===== src/rtl/drc_pkg.sv =====
`timescale 1ns/1ps
package drc_pkg;
    typedef enum logic [2:0] {
        TERM_NORMAL = 3'd0,
        TERM_RETRY  = 3'd1,
        TERM_DISC   = 3'd2,
        TERM_MABORT = 3'd3,
        TERM_TABORT = 3'd4
    } term_e;

    typedef enum logic [2:0] {
        RSP_NONE   = 3'd0,
        RSP_RETRY  = 3'd1,
        RSP_DONE   = 3'd2,
        RSP_DISC   = 3'd3,
        RSP_TABORT = 3'd4,
        RSP_MABORT = 3'd5
    } resp_e;

    typedef enum logic [2:0] {
        ST_IDLE   = 3'd0,
        ST_ISSUE  = 3'd1,
        ST_WAIT   = 3'd2,
        ST_HOLD   = 3'd3,
        ST_GIVEUP = 3'd4
    } state_e;
endpackage


===== src/rtl/drc_attempt_ctr.sv =====
`timescale 1ns/1ps
module drc_attempt_ctr #(
    parameter int LIMIT = 1 << 24
) (
    input  logic clk,
    input  logic rst_n,
    input  logic clr,
    input  logic inc,
    output logic last
);
    localparam int CNT_W = $clog2(LIMIT + 1);

    logic [CNT_W-1:0] cnt_q;

    always_ff @(posedge clk or negedge rst_n) begin
        if (!rst_n) begin
            cnt_q <= '0;
        end else if (clr) begin
            cnt_q <= '0;
        end else if (inc && !last) begin
            cnt_q <= cnt_q + 1'b1;
        end
    end

    // high while the next retry outcome would exhaust the budget
    assign last = (cnt_q == CNT_W'(LIMIT - 1));
endmodule


===== src/rtl/drc_resp_pick.sv =====
`timescale 1ns/1ps
module drc_resp_pick
    import drc_pkg::*;
#(
    parameter int DW_W = 8
) (
    input  logic [2:0]      term,
    input  logic [DW_W-1:0] rd_dw,
    input  logic [DW_W-1:0] req_dw,
    input  logic            prefetch,
    output logic            is_final,
    output resp_e           code
);
    logic got_data;
    logic want_more;

    assign got_data  = (rd_dw != '0);
    assign want_more = (req_dw > rd_dw);

    always_comb begin
        is_final = 1'b0;
        code     = RSP_RETRY;
        unique case (term)
            TERM_NORMAL: begin
                is_final = got_data;
                if (!prefetch || want_more) code = RSP_DISC;
                else                        code = RSP_DONE;
            end
            TERM_DISC: begin
                is_final = got_data;
                code     = want_more ? RSP_DISC : RSP_DONE;
            end
            TERM_MABORT: begin
                is_final = 1'b1;
                code     = RSP_MABORT;
            end
            TERM_TABORT: begin
                is_final = 1'b1;
                code     = RSP_TABORT;
            end
            default: begin
                is_final = 1'b0;
                code     = RSP_RETRY;
            end
        endcase
    end
endmodule


===== src/rtl/drc_abort_flags.sv =====
`timescale 1ns/1ps
module drc_abort_flags (
    input  logic clk,
    input  logic rst_n,
    input  logic clr,
    input  logic set_rcv,
    input  logic set_sig,
    output logic rcv,
    output logic sig
);
    always_ff @(posedge clk or negedge rst_n) begin
        if (!rst_n) begin
            rcv <= 1'b0;
            sig <= 1'b0;
        end else begin
            if (clr)          rcv <= 1'b0;
            else if (set_rcv) rcv <= 1'b1;
            if (clr)          sig <= 1'b0;
            else if (set_sig) sig <= 1'b1;
        end
    end
endmodule


===== src/rtl/drc_term_handler.sv =====
`timescale 1ns/1ps
module drc_term_handler
    import drc_pkg::*;
#(
    parameter int DW_W        = 8,
    parameter int RETRY_LIMIT = 1 << 24
) (
    input  logic            clk,
    input  logic            rst_n,
    input  logic            rd_start,
    input  logic [DW_W-1:0] rd_req_dw,
    input  logic            rd_prefetch,
    output logic            att_launch,
    input  logic            att_valid,
    input  logic [2:0]      att_term,
    input  logic [DW_W-1:0] att_dw,
    input  logic            ini_query,
    input  logic            cfg_serr_en,
    input  logic            cfg_nodeliv_dis,
    output logic [2:0]      ini_resp,
    output logic            entry_free,
    output logic            serr_out,
    output logic            st_rcv_tabort,
    output logic            st_sig_tabort
);
    state_e          st_q, st_d;
    logic [DW_W-1:0] req_q;
    logic            pf_q;
    resp_e           code_q;

    logic  start_acc;
    logic  att_take;
    logic  pick_final;
    resp_e pick_code;
    logic  retry_evt;
    logic  at_limit;

    assign start_acc = (st_q == ST_IDLE) && rd_start;
    assign att_take  = (st_q == ST_WAIT) && att_valid;
    assign retry_evt = att_take && !pick_final;

    drc_resp_pick #(.DW_W(DW_W)) u_pick (
        .term     (att_term),
        .rd_dw    (att_dw),
        .req_dw   (req_q),
        .prefetch (pf_q),
        .is_final (pick_final),
        .code     (pick_code)
    );

    drc_attempt_ctr #(.LIMIT(RETRY_LIMIT)) u_ctr (
        .clk   (clk),
        .rst_n (rst_n),
        .clr   (start_acc),
        .inc   (retry_evt),
        .last  (at_limit)
    );

    drc_abort_flags u_flags (
        .clk     (clk),
        .rst_n   (rst_n),
        .clr     (start_acc),
        .set_rcv (att_take && pick_final && (pick_code == RSP_TABORT)),
        .set_sig ((st_q == ST_HOLD) && ini_query && (code_q == RSP_TABORT)),
        .rcv     (st_rcv_tabort),
        .sig     (st_sig_tabort)
    );

    // next-state decision
    always_comb begin
        st_d = st_q;
        unique case (st_q)
            ST_IDLE:   if (rd_start) st_d = ST_ISSUE;
            ST_ISSUE:  st_d = ST_WAIT;
            ST_WAIT: begin
                if (att_valid) begin
                    if (pick_final)    st_d = ST_HOLD;
                    else if (at_limit) st_d = ST_GIVEUP;
                    else               st_d = ST_ISSUE;
                end
            end
            ST_HOLD:   if (ini_query) st_d = ST_IDLE;
            ST_GIVEUP: st_d = ST_IDLE;
            default:   st_d = ST_IDLE;
        endcase
    end

    // state register and per-read context
    always_ff @(posedge clk or negedge rst_n) begin
        if (!rst_n) begin
            st_q   <= ST_IDLE;
            req_q  <= '0;
            pf_q   <= 1'b0;
            code_q <= RSP_NONE;
        end else begin
            st_q <= st_d;
            if (start_acc) begin
                req_q <= rd_req_dw;
                pf_q  <= rd_prefetch;
            end
            if (att_take && pick_final) code_q <= pick_code;
        end
    end

    // outputs
    always_comb begin
        att_launch = 1'b0;
        ini_resp   = RSP_NONE;
        entry_free = 1'b0;
        serr_out   = 1'b0;
        unique case (st_q)
            ST_IDLE:  ini_resp = RSP_NONE;
            ST_ISSUE: begin
                att_launch = 1'b1;
                ini_resp   = RSP_RETRY;
            end
            ST_WAIT:  ini_resp = RSP_RETRY;
            ST_HOLD: begin
                ini_resp   = code_q;
                entry_free = ini_query;
            end
            ST_GIVEUP: begin
                entry_free = 1'b1;
                serr_out   = cfg_serr_en && !cfg_nodeliv_dis;
            end
            default:  ini_resp = RSP_NONE;
        endcase
    end
endmodule


===== config.mk =====
export PLATFORM = sky130hd
export DESIGN_NAME = drc_term_handler
export DESIGN_NICKNAME = d
export VERILOG_FILES = /design/src/rtl/drc_pkg.sv /design/src/rtl/drc_attempt_ctr.sv /design/src/rtl/drc_resp_pick.sv /design/src/rtl/drc_abort_flags.sv /design/src/rtl/drc_term_handler.sv
export SDC_FILE = /design/constraint.sdc
export NUM_CORES = 1
export LEC_CHECK = 0
export BUFFER_PORTS_ARGS = -buffer_cell sky130_fd_sc_hd__clkbuf_2
export CAP_MARGIN = 30
export CORE_UTILIZATION = 55
export CTS_CLUSTER_SIZE = 24
export DETAILED_ROUTE_END_ITERATION = 6
export PLACE_DENSITY = 0.86
export SYNTH_ARGS = -nofsm -noshare
export SYNTH_HDL_FRONTEND = slang
export SYNTH_SLANG_ARGS = --single-unit

===== constraint.sdc =====
create_clock -name clk -period 5.63 [get_ports clk]
set_input_delay 1.126 -clock clk [delete_from_list [all_inputs] [get_ports clk]]
set_output_delay 1.126 -clock clk [all_outputs]
set_load 0.1 [all_outputs]

== Word level (Yosys, flattened, before mapping) ==
Index checks and enable logic that the tools add are counted.

* Add/subtract/negate cells: 1
* Multiplexer cells: 20
* Equal/unequal tests: 13
* Multipliers: 0
* Order comparisons: 1
* Divide/modulo/power cells: 0
* Shift-type cells: 0
* Reduce and logical (&&, ||, !) cells: 24
* Bitwise logic cells: 0

{| class="wikitable"
|+ Operators by type and width
! kind !! count
|-
| two-way mux 25 bit || 2
|-
| adder 25 x 1 -> 25 bit, second input constant || 1
|-
| == test 25 x 24 -> 1 bit, second input constant || 1
|-
| one-hot mux 3 bit (4 select lines) || 2
|-
| two-way mux 3 bit || 5
|-
| == test 3 x 2 -> 1 bit, second input constant || 4
|-
| == test 3 bit, second input constant || 4
|-
| logical AND 1 bit || 9
|-
| > comparator 8 bit || 1
|-
| two-way mux 1 bit || 8
|-
| nonzero test 8 bit || 1
|-
| zero test 3 bit || 2
|-
| != test 2 bit, second input constant || 3
|-
| one-hot mux 3 bit (2 select lines) || 1
|-
| nonzero test 2 bit || 3
|-
| OR reduction 2 bit || 3
|-
| zero test 1 bit || 4
|-
| one-hot mux 1 bit (2 select lines) || 2
|-
| == test 3 x 1 -> 1 bit, second input constant || 1
|-
| AND reduction 3 bit || 1
|-
| logical OR 1 bit || 1
|}

* Bits in registers: 42
* Memory bits (read-only): 0
* Memories kept: 0
* Bits of input ports: 27
* Latch bits: 0
* Logic and storage cells: 66
* RAM bits: 0

== Logic depth before layout (Yosys ltp) ==
* Depth after elaboration: 8
* Mapped depth: 8
* Mapped depth without buffers: 7

== Cells and area by module ==
From an unflattened synthesis, not the netlist that was laid out.

* Cells, all modules: 250
* Area total of the unflattened synthesis: 2557.5 um^2

{| class="wikitable"
|+ Modules (own cells, without submodules)
! module !! sequential area each (um^2) !! area an instance (um^2) !! times used !! cells each
|-
| drc_attempt_ctr || 625.6 || 1432.6 || 1 || 149
|-
| drc_term_handler || 375.4 || 788.3 || 1 || 59
|-
| drc_resp_pick || 0.0 || 266.5 || 1 || 38
|-
| drc_abort_flags || 50.0 || 70.1 || 1 || 4
|}

== Worst setup path before layout ==
Ideal clock, no wire load.

* Kind: reg2out
* Start: register st_q[2]
* End: output port att_launch
* Setup slack: 1.728 ns
* Required time: 4.504 ns
* Cell stages (with the launch flop): 3
* Path buffers: 1
* Arrival time: 2.776 ns
* Cell sequence: dfrtp_1 clkbuf_1 nor3b_1

* Longest elaborated chain between the ends: 2

{| class="wikitable"
|+ Ends and longest elaborated chain
! element !! RTL line !! RTL
|-
| from (decl) || drc_term_handler.sv:26 || <nowiki>state_e st_q, st_d;</nowiki>
|-
| from (signal assigned) || drc_term_handler.sv:96 || <nowiki>st_q <= st_d;</nowiki>
|-
| == test 3 x 1 -> 1 bit || drc_term_handler.sv:111 || <nowiki>unique case (st_q)</nowiki>
|-
| two-way mux 1 bit || drc_term_handler.sv:111 ||
|-
| to (decl) || drc_term_handler.sv:13 || <nowiki>output logic att_launch,</nowiki>
|}

Every way passes these cells.

== Worst setup path after layout ==
* Start: input port cfg_nodeliv_dis
* End: output port serr_out

* Longest elaborated chain between the ends: 3

{| class="wikitable"
|+ Ends and longest elaborated chain
! element !! RTL line !! RTL
|-
| from (decl) || drc_term_handler.sv:19 || <nowiki>input logic cfg_nodeliv_dis,</nowiki>
|-
| zero test 1 bit || drc_term_handler.sv:124 || <nowiki>serr_out = cfg_serr_en && !cfg_nodeliv_dis;</nowiki>
|-
| logical AND 1 bit || drc_term_handler.sv:124 ||
|-
| two-way mux 1 bit || drc_term_handler.sv:111 ||
|-
| to (decl) || drc_term_handler.sv:22 || <nowiki>output logic serr_out,</nowiki>
|}

Every way passes these cells.

==> reports/metrics.csv <==
metric,value,unit
HPWL after DPL,3670,um
setup_tns,0,ps
period utilization,0.531,
Hold Path Class,flip-flop to flip-flop,
"FF+latch count, synth",42,
Comb pwr share,0.413,
worst slew pin tran,790,ps
critical path peak fanout,1,
Placed Cells,340,
H-tree depth,2,
Peak VDD IR,0.195,mV
switching share of power,0.451,
Total GRT Usage,0.244,
share of the synthesized area in the top cell type,0.435,
Synth Area per Inst,9.20,um2
die area,4670,um2
Area after DPL,2650,um2
Final Setup Violations,0,
status,"finished, final reports clean",
Final Hold Vio Count,0,
final core occ,0.664,
PnR Total Power,1.03,mW
"FFs w/ async S/R, synth",1.00,
clock power share,0.186,
die height,68.3,um
clock buffer count from CTS,5,
final std cells w/o fill,348,
area grow syn2layout,13.0,%
PwrDens,375,nW/um2
post-layout minimum cycle time,2990,ps
first-pass GRT wire length,8420,um
max-capacitance violation count,0,
most common cell in the netlist,nand2_1,
post-CTS setup buffers,0,
top cell type by total area after synthesis,dfrtp_1,
data required time of the worst path,4500,ps
Int Power,563,uW
Core ar.,4120,um2
fin nets,333,
commonest register cell after synthesis,dfrtp_1,
synthesized area,2420,um2
Layout Skew,7.76,ps
largest net degree at the start of global routing,36,
num ports,35,
cell area after layout,2730,um2
number of synthesized flops with an enable pin,0,
antenna fix cells,0,
top post-synthesis cells by count,"nand2_1 (46), dfrtp_1 (42), a21oi_1 (17)",
Rows,23,
Max Slew Vio Count,0,
setup slack after layout,2640,ps
via count,2104,
RSZ-0062 raised after global routing,no,
Peak Freq,334,MHz
CTS Root Cell,clkbuf_8,
Pleak,1.31,nW
syn nets,299,
Final ANT Viol Nets,0,
crit path DAT,1870,ps
Initial DRT Pass Iterations,7,
drt first-iter violations,129,
vias per inst,6.05,
"Warnings, synthesis",0,
WL per Instance,14.6,um
die width,68.3,um
vias in the first global route,1866,
sequential share of power,0.401,
Routability Congestion,0.715,
Resized Gates After CTS,0,
Area contributors post-synth,"dfrtp_1 (43%), nand2_1 (7.1%), ha_1 (4.7%), or4_1 (4.0%), a21oi_1 (3.5%)",
area of the multi-input gates,1290,um2
final hold slack,486,ps
Worst-path clk slew,80,ps
pre-CTS setup slack,2640,ps
CTS sink cnt,42,
CP Capture Type,output pin,
global route overflow,0,
CTS tree,built,
# DRC,0,
Post-Syn Instances,263,
R2R Setup Slk,3470,ps
deepest clock path buffer count,2,
Skew-Pair Late Insertion Delay,300,ps
Routed WL,5070,um
Setup CP Type,input pin to output pin,
fillcell total,335,
share of cells above drive strength 1,0.181,
"Seq/Total Area, Yosys",0.435,
Yosys cell types,44,
max_slew headroom,0.472,
"Hold-fix buffers, CTS",0,
Startpoint Class,input pin,
register area,1050,um2
number of antenna violations at the first check in global routing,0,
PortBufs,34,
P_sw,463,uW
Starting Density,0.588,
critical path, cell delays in order:
cell	delay, ps
clkbuf_2	70
and4b_1	220
clkbuf_2	450
final cells by class:
type	instances	share of cell area
flip-flops and latches	42	0.384
clock inverters	2	0.00503
clock buffers	6	0.0265
multi-input cells	201	0.472
inverters	10	0.0137
repair buffers	37	0.0751
well taps	50	0.0229
power groups by stage:
stage          clock network, mW  registers [mW]  logic [mW]
2_1_floorplan                  0           0.448       0.294
3_3_place_gp                   0           0.413       0.411
3_5_place_dp                   0           0.417       0.422
4_1_cts                    0.196           0.410       0.425
5_1_grt                    0.209           0.419       0.465
6_report                   0.190           0.412       0.424
cell usage in the layout, fill, tap and decap left out, types with 9 or more instances in the layout:
cell       n
o21ai_0   10
inv_1     10
nand3_1    9
nor2_1    16
ha_1       9
or4_1     13
dfrtp_1   42
nand2_1   46
clkbuf_2  34
a21oi_1   17
sequential cells by signal, summed over array words and instances (netlist names):
name         count
req_q            8
u_flags.rcv      1
code_q           3
u_flags.sig      1
u_ctr.cnt_q     25
pf_q             1
st_q             3
routing by layer:
metal,wire (um),track usage,up-vias,share of wire
li1,-,-,1040,-
met1,2430,0.323,1019,0.48
met2,2400,0.390,39,0.47
met3,186,0.0517,6,0.037
met4,61,0.0885,0,0.012
met5,0,0,-,0
final timing paths:
check / start / to / depth (start not counted)
worst max-delay path: cfg_nodeliv_dis / serr_out / 3
worst min-delay path: req_q[2]$_DFFE_PN0P_ / req_q[2]$_DFFE_PN0P_ / 2
worst max register to register: u_ctr.cnt_q[0]$_DFFE_PN0P_ / u_ctr.cnt_q[16]$_DFFE_PN0P_ / 6
worst min register to register: req_q[2]$_DFFE_PN0P_ / req_q[2]$_DFFE_PN0P_ / 2
max in group asynchronous: rst_n / u_ctr.cnt_q[15]$_DFFE_PN0P_ / 2
min in group asynchronous: rst_n / u_ctr.cnt_q[21]$_DFFE_PN0P_ / 1
cell families (layout without fill, tap and decap cells):
group           count (synthesis)  count (layout)  share of synthesized area
xor+xnor                        2               2                    0.00724
flops                          42              42                      0.435
mux                             6               6                     0.0259
fa+ha+maj                       9               9                     0.0466
compound gates                 56              56                      0.147
buf+inv                        20              55                     0.0341
simple gates                  128             128                      0.305
Note: power is estimated with default switching activity, not from simulation.
